**config.mk**
```make
export PLATFORM = sky130hd
export DESIGN_NAME = midi_host_port
export DESIGN_NICKNAME = d
export VERILOG_FILES = /design/src/rtl/mhp_pkg.sv /design/src/rtl/mhp_sync.sv /design/src/rtl/mhp_rx_reg.sv /design/src/rtl/mhp_cmd_slot.sv /design/src/rtl/midi_host_port.sv
export SDC_FILE = /design/constraint.sdc
export NUM_CORES = 1
export LEC_CHECK = 0
export CORE_MARGIN = 3
export CORE_UTILIZATION = 50
export CTS_BUF_LIST = sky130_fd_sc_hd__clkbuf_4
export CTS_CLUSTER_SIZE = 30
export DETAILED_ROUTE_END_ITERATION = 8
export GPL_TIMING_DRIVEN = 0
export PLACE_DENSITY = 0.89
export SYNTH_ARGS = -nofsm -noshare
export SYNTH_HDL_FRONTEND = slang
export SYNTH_SLANG_ARGS = --single-unit
```
**constraint.sdc**
```tcl
create_clock -name clk -period 1.7 [get_ports clk]
set_input_delay 0.34 -clock clk [delete_from_list [all_inputs] [get_ports clk]]
set_output_delay 0.34 -clock clk [all_outputs]
set_load 0.01 [all_outputs]
```
**src/rtl/mhp_pkg.sv**
```systemverilog
package mhp_pkg;
   localparam int unsigned BYTE_W = 8;

   function automatic logic [BYTE_W-1:0] status_word(input logic pend, input logic full);
      logic [BYTE_W-1:0] s;
      s = '1;
      s[BYTE_W-1] = ~pend;
      s[BYTE_W-2] = full;
      return s;
   endfunction
endpackage

```
**src/rtl/mhp_sync.sv**
```systemverilog
module mhp_sync #(
   parameter int unsigned W = 1,
   parameter int unsigned STAGES = 2,
   parameter logic [W-1:0] RST_VAL = '0
) (
   input  logic         clk,
   input  logic         rst_n,
   input  logic [W-1:0] d,
   output logic [W-1:0] q
);
   logic [STAGES-1:0][W-1:0] pipe;

   for (genvar i = 0; i < STAGES; i++) begin : g_stage
      if (i == 0) begin : g_first
         always_ff @(posedge clk or negedge rst_n) begin
            if (!rst_n) pipe[i] <= RST_VAL;
            else        pipe[i] <= d;
         end
      end else begin : g_next
         always_ff @(posedge clk or negedge rst_n) begin
            if (!rst_n) pipe[i] <= RST_VAL;
            else        pipe[i] <= pipe[i-1];
         end
      end
   end

   assign q = pipe[STAGES-1];
endmodule

```
**src/rtl/mhp_rx_reg.sv**
```systemverilog
module mhp_rx_reg #(
   parameter int unsigned W = 8
) (
   input  logic         clk,
   input  logic         rst_n,
   input  logic         load,
   input  logic [W-1:0] load_byte,
   input  logic         take,
   output logic         pending,
   output logic [W-1:0] byte_q
);
   always_ff @(posedge clk or negedge rst_n) begin
      if (!rst_n) begin
         pending <= 1'b0;
         byte_q  <= '0;
      end else if (load) begin
         pending <= 1'b1;
         byte_q  <= load_byte;
      end else if (take) begin
         pending <= 1'b0;
      end
   end
endmodule

```
**src/rtl/mhp_cmd_slot.sv**
```systemverilog
module mhp_cmd_slot #(
   parameter int unsigned W = 8
) (
   input  logic         clk,
   input  logic         rst_n,
   input  logic         push,
   input  logic [W-1:0] push_byte,
   output logic         full,
   output logic [W-1:0] out_byte,
   input  logic         out_ready
);
   always_ff @(posedge clk or negedge rst_n) begin
      if (!rst_n) begin
         full     <= 1'b0;
         out_byte <= '0;
      end else if (!full && push) begin
         full     <= 1'b1;
         out_byte <= push_byte;
      end else if (full && out_ready) begin
         full <= 1'b0;
      end
   end
endmodule

```
**src/rtl/midi_host_port.sv**
```systemverilog
module midi_host_port #(
   parameter int unsigned DATA_W      = 8,
   parameter int unsigned SYNC_STAGES = 2,
   parameter logic [DATA_W-1:0] CMD_RESET = 8'hFF,
   parameter logic [DATA_W-1:0] CMD_RAW   = 8'h3F,
   parameter logic [DATA_W-1:0] ACK_BYTE  = 8'hFE
) (
   input  logic              clk,
   input  logic              rst_n,
   input  logic              cs_n,
   input  logic              rd_n,
   input  logic              wr_n,
   input  logic              addr,
   input  logic [DATA_W-1:0] data_in,
   output logic [DATA_W-1:0] data_out,
   output logic              data_oe,
   output logic              irq,
   input  logic              rx_valid,
   input  logic [DATA_W-1:0] rx_byte,
   output logic              syn_rx_valid,
   output logic [DATA_W-1:0] syn_rx_byte,
   output logic              cmd_valid,
   output logic [DATA_W-1:0] cmd_byte,
   input  logic              cmd_ready
);
   import mhp_pkg::*;

   localparam int unsigned BUS_W = DATA_W + 4;
   localparam logic [BUS_W-1:0] BUS_IDLE = {3'b111, 1'b0, {DATA_W{1'b0}}};

   if (DATA_W != BYTE_W) begin : g_bad_width
      $error("DATA_W must equal the package byte width");
   end
   if (SYNC_STAGES < 2) begin : g_bad_sync
      $error("SYNC_STAGES must be at least 2");
   end
   if (CMD_RESET == CMD_RAW) begin : g_bad_cmd
      $error("mode command codes must differ");
   end

   logic [BUS_W-1:0]  bus_s;
   logic              rd_s, wr_s, cs_s, addr_s;
   logic [DATA_W-1:0] data_s;
   logic              rd_prev, wr_prev;
   logic              h_cs_n, h_addr;
   logic [DATA_W-1:0] h_data;
   logic              rd_rise, wr_rise;
   logic              ctl_wr, dat_wr, dat_rd;
   logic              raw_mode;
   logic              ack_load, raw_load, rx_load;
   logic [DATA_W-1:0] rx_load_byte;
   logic              rx_pend;
   logic [DATA_W-1:0] rx_data;
   logic              slot_full;

   mhp_sync #(.W(BUS_W), .STAGES(SYNC_STAGES), .RST_VAL(BUS_IDLE)) u_sync (
      .clk   (clk),
      .rst_n (rst_n),
      .d     ({rd_n, wr_n, cs_n, addr, data_in}),
      .q     (bus_s)
   );

   assign {rd_s, wr_s, cs_s, addr_s, data_s} = bus_s;

   always_ff @(posedge clk or negedge rst_n) begin
      if (!rst_n) begin
         rd_prev <= 1'b1;
         wr_prev <= 1'b1;
         h_cs_n  <= 1'b1;
         h_addr  <= 1'b0;
         h_data  <= '0;
      end else begin
         rd_prev <= rd_s;
         wr_prev <= wr_s;
         if (!rd_s || !wr_s) begin
            h_cs_n <= cs_s;
            h_addr <= addr_s;
            h_data <= data_s;
         end
      end
   end

   assign rd_rise = rd_s & ~rd_prev;
   assign wr_rise = wr_s & ~wr_prev;
   assign ctl_wr  = wr_rise & ~h_cs_n &  h_addr;
   assign dat_wr  = wr_rise & ~h_cs_n & ~h_addr;
   assign dat_rd  = rd_rise & ~h_cs_n & ~h_addr;

   always_ff @(posedge clk or negedge rst_n) begin
      if (!rst_n)                             raw_mode <= 1'b0;
      else if (ctl_wr && h_data == CMD_RESET) raw_mode <= 1'b0;
      else if (ctl_wr && h_data == CMD_RAW)   raw_mode <= 1'b1;
   end

   assign ack_load     = ctl_wr & ((h_data == CMD_RESET) | (h_data == CMD_RAW));
   assign raw_load     = rx_valid & raw_mode;
   assign rx_load      = ack_load | raw_load;
   assign rx_load_byte = ack_load ? ACK_BYTE : rx_byte;

   mhp_rx_reg #(.W(DATA_W)) u_rx (
      .clk       (clk),
      .rst_n     (rst_n),
      .load      (rx_load),
      .load_byte (rx_load_byte),
      .take      (dat_rd),
      .pending   (rx_pend),
      .byte_q    (rx_data)
   );

   mhp_cmd_slot #(.W(DATA_W)) u_slot (
      .clk       (clk),
      .rst_n     (rst_n),
      .push      (dat_wr),
      .push_byte (h_data),
      .full      (slot_full),
      .out_byte  (cmd_byte),
      .out_ready (cmd_ready)
   );

   assign cmd_valid    = slot_full;
   assign irq          = rx_pend;
   assign data_oe      = ~cs_n & ~rd_n;
   assign data_out     = addr ? status_word(rx_pend, slot_full) : rx_data;
   assign syn_rx_valid = rx_valid & ~raw_mode;
   assign syn_rx_byte  = rx_byte;
endmodule

```
==> summary.md, run 1 <==
| Metric | Value |
|---|---|
| Num CTS Buffers | 5 |
| Fin. max-slew vios | 0 |
| Avg Vias per Cell | 5.02 |
| Syn. warnings | 0 |
| Area delta synth->final | 34.5% |
| RSZ-0062 raised after global routing | no |
| Clk buf depth | 2 |
| Nets | 225 |
| Die width | 69.0 um |
| Async set-reset flop share out of synthesis | 100% |
| Die Ht | 69.0 um |
| # rows | 22 |
| Crit-path max cell delay | 0.41 ns |
| Worst Path Required | 1.36 ns |
| Synthesized cell area | 1980 um2 |
| HP Start | addr |
| GP Congestion | 0.774 |
| Clock transition at path regs | 0.14 ns |
| Pleak | 1.24 nW |
| Critical Path Start | u_rx.byte_q[2] |
| GRT overflow | 0 |
| Area leader, netlist | dfrtp_1 |
| Worst setup path category | reg2out |
| First-pass GRT wire length | 5940 um |
| Startpoint Class | flop |
| Syn nets | 161 |
| Reg2Reg Launch Point | u_sync.q[10] |
| Fill count | 257 |
| DR WL/cell | 14.7 um |
| Delay-heaviest family, CP | flip-flops |
| Crit-path max FO | 2 |
| Via count of the first global-routing pass | 1,253 |
| Core area | 3740 um2 |
| Hold Path Class | in2reg |
| Largest net degree at the start of global routing | 47 |
| Peak supply drop | 0.753 mV |
| Post-synthesis cell type count | 23 |
| GRT Resource Usage Total | 18.0% |
| N_diodes | 0 |
| CP arrival | 1.30 ns |
| Fraction of layout cells with a size suffix above 1 | 31.7% |
| Die area | 4760 um2 |
| Setup Viol. Count Final | 0 |
| Layout Skew | 0.0143 ns |
| Outcome | finished, final reports clean |
| 1st-iter DRT viols | 69 |
| Hold Vio Cnt, Final | 0 |
| CP Capture Type | output pin |
| DRC Markers | 0 |
| Register area | 1390 um2 |
| Post-layout min period | 1.64 ns |
| Sequential share of the synthesized area | 70.0% |
| Critical-path cell list | or2_2 -> clkdlybuf4s15_1 |
| WP buf/inv | 1 |
| Port bufs | 50 |
| Ys flop type | dfrtp_1 |
| Slew headroom | 70.3% |
| CTS tree | yes |
| PD cells | 969 nW/um2 |
| Dpl hpwl | 2680 um |
| Root Driver | clkbuf_4 |
| Mapped Cells | 137 |
| DRT Pass-1 Iters | 4 |
| Seq cells post-synth | 55 |
| Place WS | -0.486 ns |
| Top-count cell post-synth | dfrtp_1 |
| Hold Slack | 0.292 ns |
| Area of the multi-input gates | 514 um2 |
| Setup ws final | 0.0604 ns |
| Post-synth EDFFs | 0 |
| Starting density of the core | 52.9% |
| Worst skew pair latency | 0.37 ns |
| Post-synth top area share | 58.1% |
| DRT antenna net count | 0 |
| Fmax | 610 MHz |
| CTS sink cnt | 55 |
| I/O pin cnt | 52 |
| Total wire length | 3680 um |
| Top cells by area, synth | dfrtp_1, dfstp_2, mux2_2 |
| Slew at the pin closest to its max-slew limit | 0.444 ns |
| Max-cap violation count | 0 |
| Via Count | 1,254 |
| Post-synth top cells | dfrtp_1, mux2_2, nand3_1 |
| Avg Cell Area, Syn | 14.5 um2 |
| Slowest cell on the critical path | dfrtp_1 |
| Initial antenna violation count | 0 |
| CTS HTree Levels | 2 |
| Share of the clock period used by the worst path | 96.4% |
-- where the power goes --
| group | switching, W | internal [W] |
|---|---|---|
| Combinational | 0.000188 | 0.000304 |
| Clock | 0.000385 | 0.000184 |
| Sequential | 0.0000698 | 0.00145 |
-- cells by family (layout without fill, tap and decap cells) --
logic type / after synthesis / count (layout) / synth area share (%)
AOI/OAI and AO/OA: 5 / 5 / 1.89
xor gates and xnor gates: 1 / 1 / 0.442
and+or+nand+nor: 43 / 43 / 12.3
buffers and inverters: 13 / 78 / 4.04
DFF: 55 / 55 / 70.0
muxes: 20 / 20 / 11.3
-- worst paths after layout --
| check | end | slack (ns) | cells past startpoint |
|---|---|---|---|
| min reg2reg | u_sync.q[10] | 0.37 | 0 |
| max in group asynchronous | u_sync.pipe[11] | 0.78 | 3 |
| min | u_sync.pipe[8] | 0.29 | 1 |
| max reg2reg | u_rx.byte_q[0] | 0.26 | 3 |
| max | data_out[2] | 0.06 | 2 |
| min in group asynchronous | u_rx.byte_q[3] | 0.36 | 2 |
-- worst reg2reg max path, cell delays in order, from the launching register on --
cell and delay (ns):
dfstp_2 0.57, nor3b_4 0.29, nand4_2 0.29, a21boi_0 0.21
-- what timing repair did --
item                                    in CTS  in global routing
resized for setup                           24                  9
endpoints found under the setup margin      19                  9
buffers inserted                             2                  4
hold endpoints to repair                     9                  0
hold buffers                                 1                  0
-- routing by layer --
metal | GRT usage [%] | share of wire, %
met4 | 9.73 | 3.1
met1 | 22.5 | 41
met3 | 5.02 | 3.9
met2 | 28.2 | 52
met5 | 0 | 0
-- stage by stage --
stage | area [um2] | TNS, ns | util (%) | total power (W) | std cells
detailed placement | 2560 | -4.17 | 68.3 | 0.00205 | 236
global route | 2670 | 0 | 71.2 | 0.00273 | 250
CTS | 2620 | 0 | 70.0 | 0.00261 | 246
floorplan | 1980 | 0 | - | 0.00174 | 137
finish | 2670 | 0 | 71.2 | 0.00258 | 250
global placement | 2540 | -59.51 | 67.9 | 0.00203 | 235
-- registers in the layout, summed over array words and instances, names as in the netlist --
| name | flops |
|---|---|
| u_sync.pipe | 12 |
| u_rx.byte_q | 8 |
| h_data | 8 |
| u_rx.pending | 1 |
| wr_prev | 1 |
| u_slot.out_byte | 8 |
| h_cs_n | 1 |
| h_addr | 1 |
| u_slot.full | 1 |
| u_sync.q | 12 |
| raw_mode | 1 |
| rd_prev | 1 |
-- placed cells by master (no fill, tap or decap), types with 2 or more instances in the layout --
cell type        Yosys  final
inv_1                3      3
dlygate4sd2_1        0     12
buf_4                8     14
a21boi_0             2      2
buf_2                1      2
dfstp_2              9      9
clkbuf_4             0      6
nor2_1               3      3
nand3_1             17     17
clkdlybuf4s50_1      0     26
mux2_2              19     19
clkdlybuf4s15_1      0      7
and4_1               2      2
dlymetal6s2s_1       0      3
nand2_1             10     10
or2_2                6      6
dfrtp_1             46     45
-- area by class of cell --
cell class / instances / share of cell area, %
Tap cell: 48 / 2.25
Multi-Input combinational cell: 69 / 19.3
Clock inverter: 2 / 0.610
Sequential cell: 55 / 52.1
Clock buffer: 6 / 1.69
Timing Repair Buffer: 58 / 21.2
Inverter: 3 / 0.423
Buffer: 9 / 2.44
Power figures use the tool's default switching activity.
==> run 2: changes to the inputs <==
- SKIP_CTS_REPAIR_TIMING: not set -> 1
==> run 2 against run 1 <==
Sequential share of layout area down 0.89 points; critical path type unchanged; register-to-register slack got worse by 0.06 ns; power rose by 0.35%; global-route usage is 0.13 points lower.
==> summary.md, run 2 (synthesis gave the netlist of run 1 again) <==
| Metric | Value |
|---|---|
| Via Count | 1,266 (was 1,254) |
| Hold Vio Cnt, Final | 0 (unchanged) |
| Place WS | -0.486 ns (unchanged) |
| CTS tree | yes (unchanged) |
| Starting density of the core | 52.9% (unchanged) |
| Outcome | finished, final reports clean (unchanged) |
| Hold Slack | 0.258 ns (was 0.292 ns) |
| Die area | 4760 um2 (unchanged) |
| Die width | 69.0 um (unchanged) |
| Root Driver | clkbuf_4 (unchanged) |
| Layout Skew | 0.0129 ns (was 0.0143 ns) |
| I/O pin cnt | 52 (unchanged) |
| Slew headroom | 69.0% (was 70.3%) |
| WP buf/inv | 1 (unchanged) |
| Share of the clock period used by the worst path | 96.9% (was 96.4%) |
| Pleak | 1.39 nW (was 1.24 nW) |
| Startpoint Class | flop (unchanged) |
| Critical-path cell list | clkdlybuf4s50_1 (was or2_2 -> clkdlybuf4s15_1) |
| Fin. max-slew vios | 0 (unchanged) |
| Fmax | 607 MHz (was 610 MHz) |
| Crit-path max FO | 2 (unchanged) |
| Initial antenna violation count | 0 (unchanged) |
| Worst skew pair latency | 0.38 ns (was 0.37 ns) |
| Clock transition at path regs | 0.15 ns (was 0.14 ns) |
| GP Congestion | 0.774 (unchanged) |
| 1st-iter DRT viols | 84 (was 69) |
| First-pass GRT wire length | 5900 um (was 5940 um) |
| RSZ-0062 raised after global routing | no (unchanged) |
| GRT Resource Usage Total | 17.8% (was 18.0%) |
| Most common cell after layout, fill and taps aside | dfrtp_1 (unchanged) |
| Crit-path max cell delay | 0.55 ns (was 0.41 ns) |
| PD cells | 956 nW/um2 (was 969 nW/um2) |
| Fraction of layout cells with a size suffix above 1 | 30.5% (was 31.7%) |
| Core area | 3740 um2 (unchanged) |
| N_diodes | 0 (unchanged) |
| Reg2Reg Setup Slack | 0.20 ns (was 0.26 ns) |
| Commonest cells after routing, fill and taps aside | dfrtp_1, clkdlybuf4s50_1, dlymetal6s2s_1 (was dfrtp_1, clkdlybuf4s50_1, mux2_2) |
| Slew at the pin closest to its max-slew limit | 0.464 ns (was 0.444 ns) |
| Clk buf depth | 2 (unchanged) |
| Peak supply drop | 0.752 mV (was 0.753 mV) |
| Fill count | 242 (was 257) |
| Delay-heaviest family, CP | buffers and inverters (was flip-flops) |
| Largest net degree at the start of global routing | 47 (unchanged) |
| DRT Pass-1 Iters | 4 (unchanged) |
| Setup Viol. Count Final | 0 (unchanged) |
| Via count of the first global-routing pass | 1,254 (was 1,253) |
| Slowest cell on the critical path | clkdlybuf4s50_1 (was dfrtp_1) |
| Post-layout min period | 1.65 ns (was 1.64 ns) |
| Hold Path Class | in2reg (unchanged) |
| Max-cap violation count | 0 (unchanged) |
| Num CTS Buffers | 5 (unchanged) |
| Setup ws final | 0.0535 ns (was 0.0604 ns) |
| Worst setup path category | reg2out (unchanged) |
| Dpl hpwl | 2680 um (unchanged) |
| Area delta synth->final | 36.8% (was 34.5%) |
| DR WL/cell | 16.0 um (was 14.7 um) |
| Setup Total Neg Slack | 0 ns (unchanged) |
| CTS HTree Levels | 2 (unchanged) |
| Port bufs | 50 (unchanged) |
| Non-Filler Instances | 248 (was 250) |
| Util after Layout | 72.4% (was 71.2%) |
| Die Ht | 69.0 um (unchanged) |
| CTS sink cnt | 55 (unchanged) |
| DRT antenna net count | 0 (unchanged) |
| Placed Instances | 236 (unchanged) |
| CP Capture Type | output pin (unchanged) |
| Total wire length | 3980 um (was 3680 um) |
| # rows | 22 (unchanged) |
| GRT overflow | 0 (unchanged) |
| CP arrival | 1.31 ns (was 1.30 ns) |
| Avg Vias per Cell | 5.10 (was 5.02) |
| DRC Markers | 0 (unchanged) |
| Worst Path Required | 1.36 ns (about the same) |
| Nets | 223 (was 225) |
## run 2: cell count changes in the layout (fill, tap and decap cells not counted), sizes merged
cell	before	now
clkbuf	6	7
clkdlybuf4s15	8	0
dlymetal6s2s	3	23
dlygate4sd2	12	0
buf	17	14
## run 2: layout make-up
type	instances	area [um2]	area share, %
plain buffers	9	65.1	2.40
flip-flops and latches	55	1390	51.2
inverters	3	11.3	0.415
clock inverters	2	16.3	0.600
repair buffers	56	611	22.5
well taps	48	60.1	2.22
multi-input cells	69	514	19.0
clock buffers	6	45.0	1.66
## run 2: per-stage QoR
step,cell area [um2],power [W]
2_1_floorplan,1980,0.00174
3_3_place_gp,2540,0.00203
3_5_place_dp,2560,0.00205
4_1_cts,2620,0.00262
5_1_grt,2710,0.00273
6_report,2710,0.00259
## run 2: worst paths after layout
kind / startpoint / endpoint / depth (start not counted)
min: addr / u_sync.pipe[8] / 1
max reg2reg: u_sync.q[10] / u_rx.byte_q[0] / 3
max in group asynchronous: rst_n / u_sync.pipe[11] / 3
min in group asynchronous: rst_n / u_rx.byte_q[2] / 2
min reg2reg: u_sync.pipe[10] / u_sync.q[10] / 0
max: u_slot.out_byte[4] / cmd_byte[4] / 1
## run 2: report_power, final
| group | internal (W) | switching [W] | total [W] |
|---|---|---|---|
| logic | 0.000303 | 0.000187 | 0.000491 |
| clock network | 0.000184 | 0.000391 | 0.000575 |
| registers | 0.00145 | 0.0000738 | 0.00153 |
| total | 0.00194 | 0.000652 | 0.00259 |
## run 2: routing by layer
layer | track usage [%] | up-vias | share of wire, %
li1 | - | 583 | -
met4 | 10.9 | 0 | 3.3
met1 | 22.5 | 638 | 40
met5 | 0 | - | 0
met3 | 5.02 | 14 | 4.0
met2 | 27.1 | 31 | 53
==> run 3: changes to the inputs <==
- GPL_TIMING_DRIVEN: 0 -> not set
==> run 3 against run 2 <==
Clock power decreased by 4.5%; cell area fell by 1.8%; register-to-register slack about the same; first-iteration DRC count down 23%; non-clock buffer count is 7 lower; count of clock-buffer cells in the layout unchanged; global-route usage up 0.61 points; routed wire length is 0.33% lower; critical path depth is the same; worst hold slack improved by 0.11 ns; critical endpoint is now cmd_byte[3]; largest power group unchanged.
==> summary.md, run 3 (synthesis gave the netlist of run 1 again) <==
| Metric | Value |
|---|---|
| Die width | 69.0 um (unchanged) |
| Dpl hpwl | 2840 um (was 2680 um) |
| Reg-to-reg endpoint | u_rx.byte_q[0] (unchanged) |
| Fin area | 2660 um2 (was 2710 um2) |
| Post-layout min period | 1.63 ns (was 1.65 ns) |
| Setup Total Neg Slack | 0 ns (unchanged) |
| CP endpoint | cmd_byte[3] (was cmd_byte[4]) |
| # rows | 22 (unchanged) |
| DRT Pass-1 Iters | 4 (unchanged) |
| I/O pin cnt | 52 (unchanged) |
| Non-Filler Instances | 241 (was 248) |
| Most common cell after layout, fill and taps aside | dfrtp_1 (unchanged) |
| Crit-path max FO | 2 (unchanged) |
| Setup Viol. Count Final | 0 (unchanged) |
| Power, Total | 0.00256 W (was 0.00259 W) |
| Die Ht | 69.0 um (unchanged) |
| Starting density of the core | 52.9% (unchanged) |
| Levels on crit path | 1 (unchanged) |
| RSZ-0062 raised after global routing | no (unchanged) |
| CP Capture Type | output pin (unchanged) |
| Reg2Reg Launch Point | u_sync.q[10] (unchanged) |
| Wire length on met1 | 1550 um (was 1580 um) |
| N_diodes | 0 (unchanged) |
| Max-cap violation count | 0 (unchanged) |
| Nets | 216 (was 223) |
| Worst Path Required | 1.36 ns (about the same) |
| Clk buf depth | 2 (unchanged) |
| R2R cell count | 3 (unchanged) |
| Hold Slack | 0.366 ns (was 0.258 ns) |
| DR WL/cell | 16.5 um (was 16.0 um) |
| Fmax | 614 MHz (was 607 MHz) |
| Hold Vio Cnt, Final | 0 (unchanged) |
| DP Area | 2530 um2 (was 2560 um2) |
| Met3 wire length | 112 um (was 159 um) |
| HP Start | u_sync.pipe[9] (was addr) |
| Outcome | finished, final reports clean (unchanged) |
| Largest net degree at the start of global routing | 56 (was 47) |
| Fraction of layout cells with a size suffix above 1 | 26.4% (was 30.5%) |
| Slew at the pin closest to its max-slew limit | 0.470 ns (was 0.464 ns) |
| Initial antenna violation count | 0 (unchanged) |
| Pleak | 1.36 nW (was 1.39 nW) |
| Critical Path Start | u_slot.out_byte[3] (was u_slot.out_byte[4]) |
| Met2 routed WL | 2240 um (was 2110 um) |
| Worst setup path category | reg2out (unchanged) |
| Fin. max-slew vios | 0 (unchanged) |
| Total wire length | 3970 um (was 3980 um) |
| Placed Instances | 231 (was 236) |
| DRT antenna net count | 0 (unchanged) |
| Critical-path cell list | clkdlybuf4s50_1 (unchanged) |
| Avg Vias per Cell | 5.01 (was 5.10) |
| PD cells | 964 nW/um2 (was 956 nW/um2) |
| Core area | 3740 um2 (unchanged) |
| Port bufs | 51 (was 50) |
| Area of the multi-input gates | 514 um2 (unchanged) |
| Root Driver | clkbuf_4 (unchanged) |
| CP arrival | 1.29 ns (was 1.31 ns) |
| Hold Path Class | reg2reg (was in2reg) |
| CTS HTree Levels | 2 (unchanged) |
| GP Congestion | 0.763 (was 0.774) |
| Peak supply drop | 0.711 mV (was 0.752 mV) |
| First-pass GRT wire length | 6040 um (was 5900 um) |
| Register area | 1390 um2 (about the same) |
| GRT Resource Usage Total | 18.4% (was 17.8%) |
| Delay-heaviest family, CP | buffers and inverters (unchanged) |
| Die area | 4760 um2 (unchanged) |
| DRC Markers | 0 (unchanged) |
| Startpoint Class | flop (unchanged) |
| 1st-iter DRT viols | 65 (was 84) |
| Share of the clock period used by the worst path | 95.8% (was 96.9%) |
| Fill count | 241 (was 242) |
| GRT overflow | 0 (unchanged) |
| Worst skew pair latency | 0.36 ns (was 0.38 ns) |
| Layout Skew | 0.0106 ns (was 0.0129 ns) |
| CTS sink cnt | 55 (unchanged) |
| CTS tree | yes (unchanged) |
| Area delta synth->final | 34.3% (was 36.8%) |
| Num CTS Buffers | 5 (unchanged) |
| Commonest cells after routing, fill and taps aside | dfrtp_1, clkdlybuf4s50_1, dlymetal6s2s_1 (unchanged) |
| Slowest cell on the critical path | clkdlybuf4s50_1 (unchanged) |
| Clock transition at path regs | 0.14 ns (was 0.15 ns) |
| Slew headroom | 68.6% (was 69.0%) |
| Crit-path max cell delay | 0.54 ns (was 0.55 ns) |
| Via count of the first global-routing pass | 1,214 (was 1,254) |
| WP buf/inv | 1 (unchanged) |
| Via Count | 1,208 (was 1,266) |
| Top sig layer | met4 (unchanged) |
| Reg2Reg Setup Slack | 0.19 ns (was 0.20 ns) |
[run 3: cell types whose count changed in the layout (fill, tap and decap cells not counted)]
| cell | previous run | this run |
|---|---|---|
| inv_6 | 1 | 0 |
| clkbuf_2 | 1 | 0 |
| clkinv_4 | 0 | 1 |
| clkinv_1 | 0 | 1 |
| buf_2 | 2 | 1 |
| dfrtp_1 | 45 | 46 |
| dfrtp_2 | 1 | 0 |
| clkdlybuf4s50_1 | 26 | 27 |
| clkinvlp_4 | 1 | 0 |
| buf_4 | 11 | 5 |
[run 3: worst min-delay path by stage]
stage | cells after the start | slack [ns] | endpoint
5_1_grt | 1 | 0.35 | u_sync.pipe[10]
3_3_place_gp | 0 | 0.33 | u_sync.q[1]
2_1_floorplan | 0 | 0.04 | h_addr
4_1_cts | 2 | -0.06 | u_sync.pipe[0]
6_report | 0 | 0.37 | u_sync.q[9]
3_5_place_dp | 0 | 0.34 | u_sync.q[1]
[run 3: power by group]
part | internal (W) | total (W) | switching, W
Clock | 0.000177 | 0.000549 | 0.000372
Combinational | 0.000298 | 0.000485 | 0.000187
Sequential | 0.00145 | 0.00153 | 0.0000781
[run 3: layer usage]
layer,vias up,global-route usage (%)
met5,-,0
li1,565,-
met3,4,6.00
met1,619,22.5
met2,20,30.4
met4,0,7.30
[run 3: per-stage QoR]
step	utilization (%)	setup slack [ns]
floorplan	-	0.400
global placement	67.5	-0.460
detailed placement	67.5	-0.469
CTS	69.1	-0.475
global route	71.1	0.00152
finish	71.1	0.0718
[run 3: area by class of cell]
type	count	area share, %
clock buffer	6	1.69
clock inverter	2	0.470
tap	48	2.26
timing repair buffer	58	23.7
sequential	55	52.1
multi-input combinational	69	19.3
inverter	3	0.423
[run 3: worst register-to-register path: cells and delay by family (launching register included)]
kind | cells | cell delay (ns)
AND/OR/NAND/NOR | 2 | 0.61
flip-flops | 1 | 0.57
AO/OA/AOI/OAI | 1 | 0.23
